**src/rtl/gpio_irq_pkg.sv**
```systemverilog
package gpio_irq_pkg;

  localparam int unsigned ADDR_W = 12;

  localparam logic [ADDR_W-1:0] OFS_SENSE  = 12'h404;
  localparam logic [ADDR_W-1:0] OFS_BOTH   = 12'h408;
  localparam logic [ADDR_W-1:0] OFS_EVENT  = 12'h40C;
  localparam logic [ADDR_W-1:0] OFS_ENABLE = 12'h410;
  localparam logic [ADDR_W-1:0] OFS_RAW    = 12'h414;
  localparam logic [ADDR_W-1:0] OFS_MASKED = 12'h418;
  localparam logic [ADDR_W-1:0] OFS_CLEAR  = 12'h41C;

  typedef enum logic [2:0] {
    SEL_NONE,
    SEL_SENSE,
    SEL_BOTH,
    SEL_EVENT,
    SEL_ENABLE,
    SEL_RAW,
    SEL_MASKED,
    SEL_CLEAR
  } reg_sel_e;

  function automatic reg_sel_e decode_addr(input logic [ADDR_W-1:0] a);
    case (a)
      OFS_SENSE:  return SEL_SENSE;
      OFS_BOTH:   return SEL_BOTH;
      OFS_EVENT:  return SEL_EVENT;
      OFS_ENABLE: return SEL_ENABLE;
      OFS_RAW:    return SEL_RAW;
      OFS_MASKED: return SEL_MASKED;
      OFS_CLEAR:  return SEL_CLEAR;
      default:    return SEL_NONE;
    endcase
  endfunction

endpackage

```
**src/rtl/gpio_irq_regs.sv**
```systemverilog
module gpio_irq_regs
  import gpio_irq_pkg::*;
#(
  parameter int unsigned NLINES = 8
) (
  input  logic              clk,
  input  logic              rst,
  input  logic              bus_sel,
  input  logic              bus_wr,
  input  logic [ADDR_W-1:0] bus_addr,
  input  logic [NLINES-1:0] bus_wdata,
  input  logic [NLINES-1:0] raw_st,
  output logic [NLINES-1:0] cfg_sense,
  output logic [NLINES-1:0] cfg_both,
  output logic [NLINES-1:0] cfg_event,
  output logic [NLINES-1:0] cfg_enable,
  output logic [NLINES-1:0] clr_mask,
  output logic [NLINES-1:0] bus_rdata
);

  reg_sel_e          sel;
  logic              wr_en;
  logic              rd_en;
  logic [NLINES-1:0] rd_mux;

  assign sel   = decode_addr(bus_addr);
  assign wr_en = bus_sel & bus_wr;
  assign rd_en = bus_sel & ~bus_wr;

  // a clear strobe lasts exactly the cycle of the write
  assign clr_mask = (wr_en && sel == SEL_CLEAR) ? bus_wdata : '0;

  always_ff @(posedge clk) begin
    if (rst) begin
      cfg_sense  <= '0;
      cfg_both   <= '0;
      cfg_event  <= '0;
      cfg_enable <= '0;
    end else if (wr_en) begin
      case (sel)
        SEL_SENSE:  cfg_sense  <= bus_wdata;
        SEL_BOTH:   cfg_both   <= bus_wdata;
        SEL_EVENT:  cfg_event  <= bus_wdata;
        SEL_ENABLE: cfg_enable <= bus_wdata;
        default:    ;
      endcase
    end
  end

  always_comb begin
    case (sel)
      SEL_SENSE:  rd_mux = cfg_sense;
      SEL_BOTH:   rd_mux = cfg_both;
      SEL_EVENT:  rd_mux = cfg_event;
      SEL_ENABLE: rd_mux = cfg_enable;
      SEL_RAW:    rd_mux = raw_st;
      SEL_MASKED: rd_mux = raw_st & cfg_enable;
      default:    rd_mux = '0;
    endcase
  end

  always_ff @(posedge clk) begin
    if (rst) begin
      bus_rdata <= '0;
    end else if (rd_en) begin
      bus_rdata <= rd_mux;
    end
  end

endmodule

```
**src/rtl/gpio_irq_line.sv**
```systemverilog
module gpio_irq_line (
  input  logic clk,
  input  logic rst,
  input  logic line_now,
  input  logic sense_lvl,
  input  logic any_edge,
  input  logic polarity,
  input  logic clr,
  output logic line_prev,
  output logic status
);

  logic rise;
  logic fall;
  logic hit;
  logic status_nx;

  assign rise = line_now & ~line_prev;
  assign fall = ~line_now & line_prev;

  always_comb begin
    if (any_edge) hit = rise | fall;
    else if (polarity) hit = rise;
    else hit = fall;
  end

  // level status is recomputed each cycle; edge status latches, new edge beats clear
  always_comb begin
    if (sense_lvl) status_nx = ~(line_now ^ polarity);
    else status_nx = hit | (status & ~clr);
  end

  always_ff @(posedge clk) begin
    if (rst) begin
      line_prev <= 1'b0;
      status    <= 1'b0;
    end else begin
      line_prev <= line_now;
      status    <= status_nx;
    end
  end

endmodule

```
**src/rtl/gpio_irq_detect.sv**
```systemverilog
module gpio_irq_detect
  import gpio_irq_pkg::*;
#(
  parameter int unsigned NLINES = 8
) (
  input  logic              clk,
  input  logic              rst,
  input  logic [NLINES-1:0] line_i,
  input  logic              bus_sel,
  input  logic              bus_wr,
  input  logic [ADDR_W-1:0] bus_addr,
  input  logic [NLINES-1:0] bus_wdata,
  output logic [NLINES-1:0] bus_rdata,
  output logic              irq_o
);

  logic [NLINES-1:0] cfg_sense;
  logic [NLINES-1:0] cfg_both;
  logic [NLINES-1:0] cfg_event;
  logic [NLINES-1:0] cfg_enable;
  logic [NLINES-1:0] clr_mask;
  logic [NLINES-1:0] raw_st;
  logic [NLINES-1:0] line_prev;
  logic              irq_q;

  gpio_irq_regs #(.NLINES(NLINES)) u_regs (
    .clk        (clk),
    .rst        (rst),
    .bus_sel    (bus_sel),
    .bus_wr     (bus_wr),
    .bus_addr   (bus_addr),
    .bus_wdata  (bus_wdata),
    .raw_st     (raw_st),
    .cfg_sense  (cfg_sense),
    .cfg_both   (cfg_both),
    .cfg_event  (cfg_event),
    .cfg_enable (cfg_enable),
    .clr_mask   (clr_mask),
    .bus_rdata  (bus_rdata)
  );

  for (genvar n = 0; n < NLINES; n++) begin : g_line
    gpio_irq_line u_line (
      .clk       (clk),
      .rst       (rst),
      .line_now  (line_i[n]),
      .sense_lvl (cfg_sense[n]),
      .any_edge  (cfg_both[n]),
      .polarity  (cfg_event[n]),
      .clr       (clr_mask[n]),
      .line_prev (line_prev[n]),
      .status    (raw_st[n])
    );
  end

  always_ff @(posedge clk) begin
    if (rst) irq_q <= 1'b0;
    else irq_q <= |(raw_st & cfg_enable);
  end

  assign irq_o = irq_q;

endmodule

```
**config.mk**
```make
export PLATFORM = sky130hd
export DESIGN_NAME = gpio_irq_detect
export DESIGN_NICKNAME = d
export VERILOG_FILES = /design/src/rtl/gpio_irq_pkg.sv /design/src/rtl/gpio_irq_regs.sv /design/src/rtl/gpio_irq_line.sv /design/src/rtl/gpio_irq_detect.sv
export SDC_FILE = /design/constraint.sdc
export NUM_CORES = 1
export LEC_CHECK = 0
export ABC_CLOCK_PERIOD_IN_PS = 2450
export BUFFER_PORTS_ARGS = -buffer_cell sky130_fd_sc_hd__buf_2
export CORE_ASPECT_RATIO = 2
export CORE_MARGIN = 2
export CORE_UTILIZATION = 50
export CTS_BUF_LIST = sky130_fd_sc_hd__clkbuf_16
export CTS_CLUSTER_SIZE = 20
export DETAILED_ROUTE_END_ITERATION = 16
export PLACE_DENSITY = 0.78
export SETUP_SLACK_MARGIN = 0.4
export SLEW_MARGIN = 20
export SYNTH_ARGS = -nofsm -noshare
export SYNTH_HDL_FRONTEND = slang
export SYNTH_SLANG_ARGS = --single-unit
```
**constraint.sdc**
```tcl
create_clock -name clk -period 2.45 [get_ports clk]
set_clock_uncertainty 0.15 [all_clocks]
set_input_delay 0.6125 -clock clk [delete_from_list [all_inputs] [get_ports clk]]
set_output_delay 0.6125 -clock clk [all_outputs]
set_load 0.01 [all_outputs]
```
Word level (Yosys, flattened, before mapping)
Cells that the tools add are included. W data, S select, Z words.

Logic and storage cells: 153. Register bits: 57.

Equal/unequal tests: 14. Multiplexer cells: 27. Reductions and logical operators: 6. Bitwise gates (word level): 84.

Operators with widths (number): $eq A12 B11 Y1 const B (7); $pmux W8 S6 (1); $not A1 Y1 (33); $and A1 B1 Y1 (26); $mux W1 (24); $pmux W3 S7 (1); $or A1 B1 Y1 (16); $eq A3 B3 Y1 const B (4); $and A8 B8 Y8 (1); $mux W8 (1); $reduce_and A2 Y1 (4); $reduce_or A8 Y1 (1); $xor A1 B1 Y1 (8); $eq A3 B2 Y1 const B (2); $eq A3 B1 Y1 const B (1); $logic_and A1 B1 Y1 (1).

Depth between registers and ports, before layout
Depth after elaboration: 9. Gate-level depth with buffers: 6. Mapped depth without buffers: 6.

Modules after synthesis
A second synthesis with hierarchy kept.

Cells, all modules: 332. Area, all modules: 3115.5 um^2.

Modules (own cells, without submodules): gpio_irq_regs (cells an instance 206, area an instance 2045.7 um^2, instances 1); gpio_irq_line (cells an instance 15, area an instance 126.4 um^2, instances 8); gpio_irq_detect (cells an instance 6, area an instance 58.8 um^2, instances 1).

Least setup slack after synthesis
Ideal clock, no wire load.

Path kind: in2reg. Start: input port bus_wr. End: register u_regs.bus_rdata[0]. Setup time: 0.078 ns. Slack: 0.221 ns. Arrival time: 2.001 ns. Cell stages on the path: 6. Buffers on the path: 2. Required time: 2.222 ns. Cells stage by stage: nand2b_4 -> buf_6 -> or4_1 -> or4_1 -> buf_2 -> a32oi_1.

Cells in the longest elaborated chain, start to end: 2.

Ends and longest elaborated chain: start, declared (RTL line gpio_irq_detect.sv:10) `input logic bus_wr,`; $not A1 Y1 (RTL line gpio_irq_regs.sv:28) `assign rd_en = bus_sel & ~bus_wr;`; $and A1 B1 Y1 (RTL line gpio_irq_regs.sv:28); end signal, assigned (RTL line gpio_irq_regs.sv:66) `bus_rdata <= rd_mux;`; end, declared (RTL line gpio_irq_regs.sv:18) `output logic [NLINES-1:0] bus_rdata`.

No other way between the ends. A chain may end at the register's enable or synchronous reset.

Final worst setup path
Start: input port bus_addr[9]. End: register u_regs.bus_rdata[7].

Cells in the longest elaborated chain, start to end: 4. Elaborated cells between the ends (all ways): 15.

Ends and longest elaborated chain: start, declared (RTL line gpio_irq_detect.sv:11) `input logic [ADDR_W-1:0] bus_addr,`; $eq A12 B11 Y1 (RTL line gpio_irq_pkg.sv:25) `case (a)`; $pmux W3 S7 (*) (RTL line gpio_irq_pkg.sv:25); $eq A3 B3 Y1, or another cell as far along (RTL line gpio_irq_regs.sv:51) `case (sel)`; $pmux W8 S6 (*) (RTL line gpio_irq_regs.sv:51).

Every way passes the cells marked *; elsewhere a longest branch is shown, timed or not.

==> reports/metrics.csv <==
metric;value;unit
rsz0062_at_grt;yes;
design_area;0.00376;mm^2
diodes;0;
synth_cells;339;
grt.overflow.total;0;
max-vdd-ir-drop;0.492;mV
num_rows;40;
die_x;59.6;um
syn_avg_cell_area;9.11;um^2
drive_gt1_share;21.7;%
cts_tree;yes;
final_cell_mix;57 x dfxtp_1, 40 x nor2_1, 40 x buf_2, 32 x mux2i_1, 29 x inv_1;
synth_warnings;0;
synth_nets;387;
hold_viol_final;0;
wire_per_inst;16.2;um
fmax;491;MHz
place_inst;448;
layout_commonest_cell;dfxtp_1;
hold_buffers;0;
min_path_type;register to register;
place_area;0.00346;mm^2
die_area;0.00686;mm^2
fp.coreArea;0.00601;mm^2
drv_slew;0;
worst_pin_slew;472;ps
first_pass_iters;4;
p_leak;0.00188;uW
remaining_drc_errors;0;
fin_crit;2040;ps
synth_seq_cells;57;
crit_type;primary input to register;
synth_largest_area_cell;dfxtp_1;
start_util;51.4;%
root_buffer;clkbuf_16;
path_cells;buf_2 -> or4b_4 -> or4_4 -> a32oi_1;
antenna_found_initial;0;
dr.first_iter.drc_count;103;
cts_buffers;9;
die_h;115;um
min_period_over_period;83.1;%
io_pins;41;
grt_start_max_net_pins;51;
wl_met1;2.90;mm
drv_cap;0;
async_flop_share;0;%
vias;2793;
crit_slowest_cell;or4_4;
netlist_area;0.00309;mm^2
areaGrowthSynthToFinish;21.7;%
finalPower;2290;uW
wl_met3;443;um
totalWireLength;7.50;mm
grt_pass1_wl;12.5;mm
clk_pin_slew;50;ps
nNetsFinal;444;
grt_pass1_vias;2804;
htreeDepth;3;
synth_top_cell_area_share;37.0;%
worst_slew_margin_rel;68.4;%
synth.area.top_cells;dfxtp_1 37%, mux2i_1 10%, ha_1 6.5%, nor2_1 4.9%, inv_1 3.2%;
gp_congestion;0.854;
via_per_inst;6.02;
critPathArrivalTime;2130;ps
start_kind;primary input;
outcome;finished, final reports clean;
routed.top_layer;met4;
critPathMaxFanout;8;
ant_nets;0;
stdcell_count;464;
port_buffers;40;
dr_wl_met2;3.81;mm
end_kind;register;
cts_buffer_depth;2;
required;2540;ps
synth_edf_count;0;
synth_cell_types;38;
track_usage;24.2;%
synthFlopType;dfxtp_1;
setup_viol;0;
cts.sinks;57;
seq_area_frac_synth;37.0;%
hold-worst-slack;318;ps
cpPeakStageDelay;620;ps
p_per_area;610;mW/mm^2
hpwl;5.38;mm
clock_latency;330;ps
==> path summary, 6_finish.rpt <==
kind	from	endpoint	slack, ps	depth (start not counted)
setup reg to reg	g_line[3].u_line.line_prev$_SDFF_PP0_	g_line[3].u_line.status$_SDFF_PP0_	1060	5
setup / recovery	bus_addr[9]	u_regs.bus_rdata[7]$_SDFFE_PP0P_	410	4
hold / removal	u_regs.bus_rdata[6]$_SDFFE_PP0P_	u_regs.bus_rdata[6]$_SDFFE_PP0P_	320	2
hold reg to reg	u_regs.bus_rdata[6]$_SDFFE_PP0P_	u_regs.bus_rdata[6]$_SDFFE_PP0P_	320	2
==> kinds of logic after synthesis <==
group	Yosys count	synth area share, %
AND/OR/NAND/NOR	112	20.1
multiplexers	32	10.4
AO/OA/AOI/OAI	72	18.1
adder cells (fa/ha/maj)	16	6.49
flip-flops	57	37.0
buffers and inverters	42	5.67
XOR/XNOR	8	2.27
==> critical path, delay by kind of cell <==
family | cells | cell delay (ps)
AO/OA/AOI/OAI | 1 | 220
buffers and inverters | 1 | 110
AND/OR/NAND/NOR | 2 | 1190
==> report_power, final <==
group,internal [uW],switching [uW]
clock network,765,400
registers,943,11.7
logic,74.6,98.8
total,1780,511
==> final cells by class <==
cell class	instances	area, um^2
Sequential cell	57	1140
Tap cell	63	78.8
Clock buffer	9	225
Fill cell	516	2250
Multi-Input combinational cell	240	1790
Clock inverter	7	55.1
Timing Repair Buffer	62	373
Inverter	26	97.6
==> per-stage QoR <==
stage / setup TNS [ps] / utilization, % / worst slack, ps
after global placement: -4.03 / 57.6 / -2.23
after CTS: 0 / 62.4 / 407
final: 0 / 62.6 / 413
after floorplan: 0 / - / 221
after global routing: 0 / 62.6 / 377
after detailed placement: -123 / 57.6 / -44.2
==> synthesized netlist by cell type (3+ instances only) <==
library cell and n:
inv_1 26, nor2_1 40, nand2_1 24, nor2b_1 12
o21a_1 3, ha_1 16, o211a_1 4, nand4_2 4
nand3_1 12, or4_1 3, a211o_1 8, a32oi_1 11
a21oi_1 8, o21ai_1 8, a22o_1 10, clkbuf_1 10
dfxtp_1 57, mux2i_1 32, a22oi_1 9, a221oi_1 10
xor2_1 8
==> metal layers <==
layer  up-vias  GRT usage, %
met3        33          3.71
li1       1339             -
met2       102          40.6
met5         -             0
met1      1319          26.3
met4         0          18.2
==> flip-flops by register name, summed over array words and instances, names as in the netlist <==
name,count
u_regs.cfg_both,8
u_regs.cfg_sense,8
u_regs.bus_rdata,8
g_line.u_line.line_prev,8
u_regs.cfg_enable,8
u_regs.cfg_event,8
g_line.u_line.status,8
irq_o,1
==> timing repair <==
action,in CTS,in global routing
setup buffers,0,0
cloned,0,0
pin swaps,0,0
resized for setup,1,3
setup endpoints to repair,8,6
Note: power is estimated with default switching activity, not from simulation.
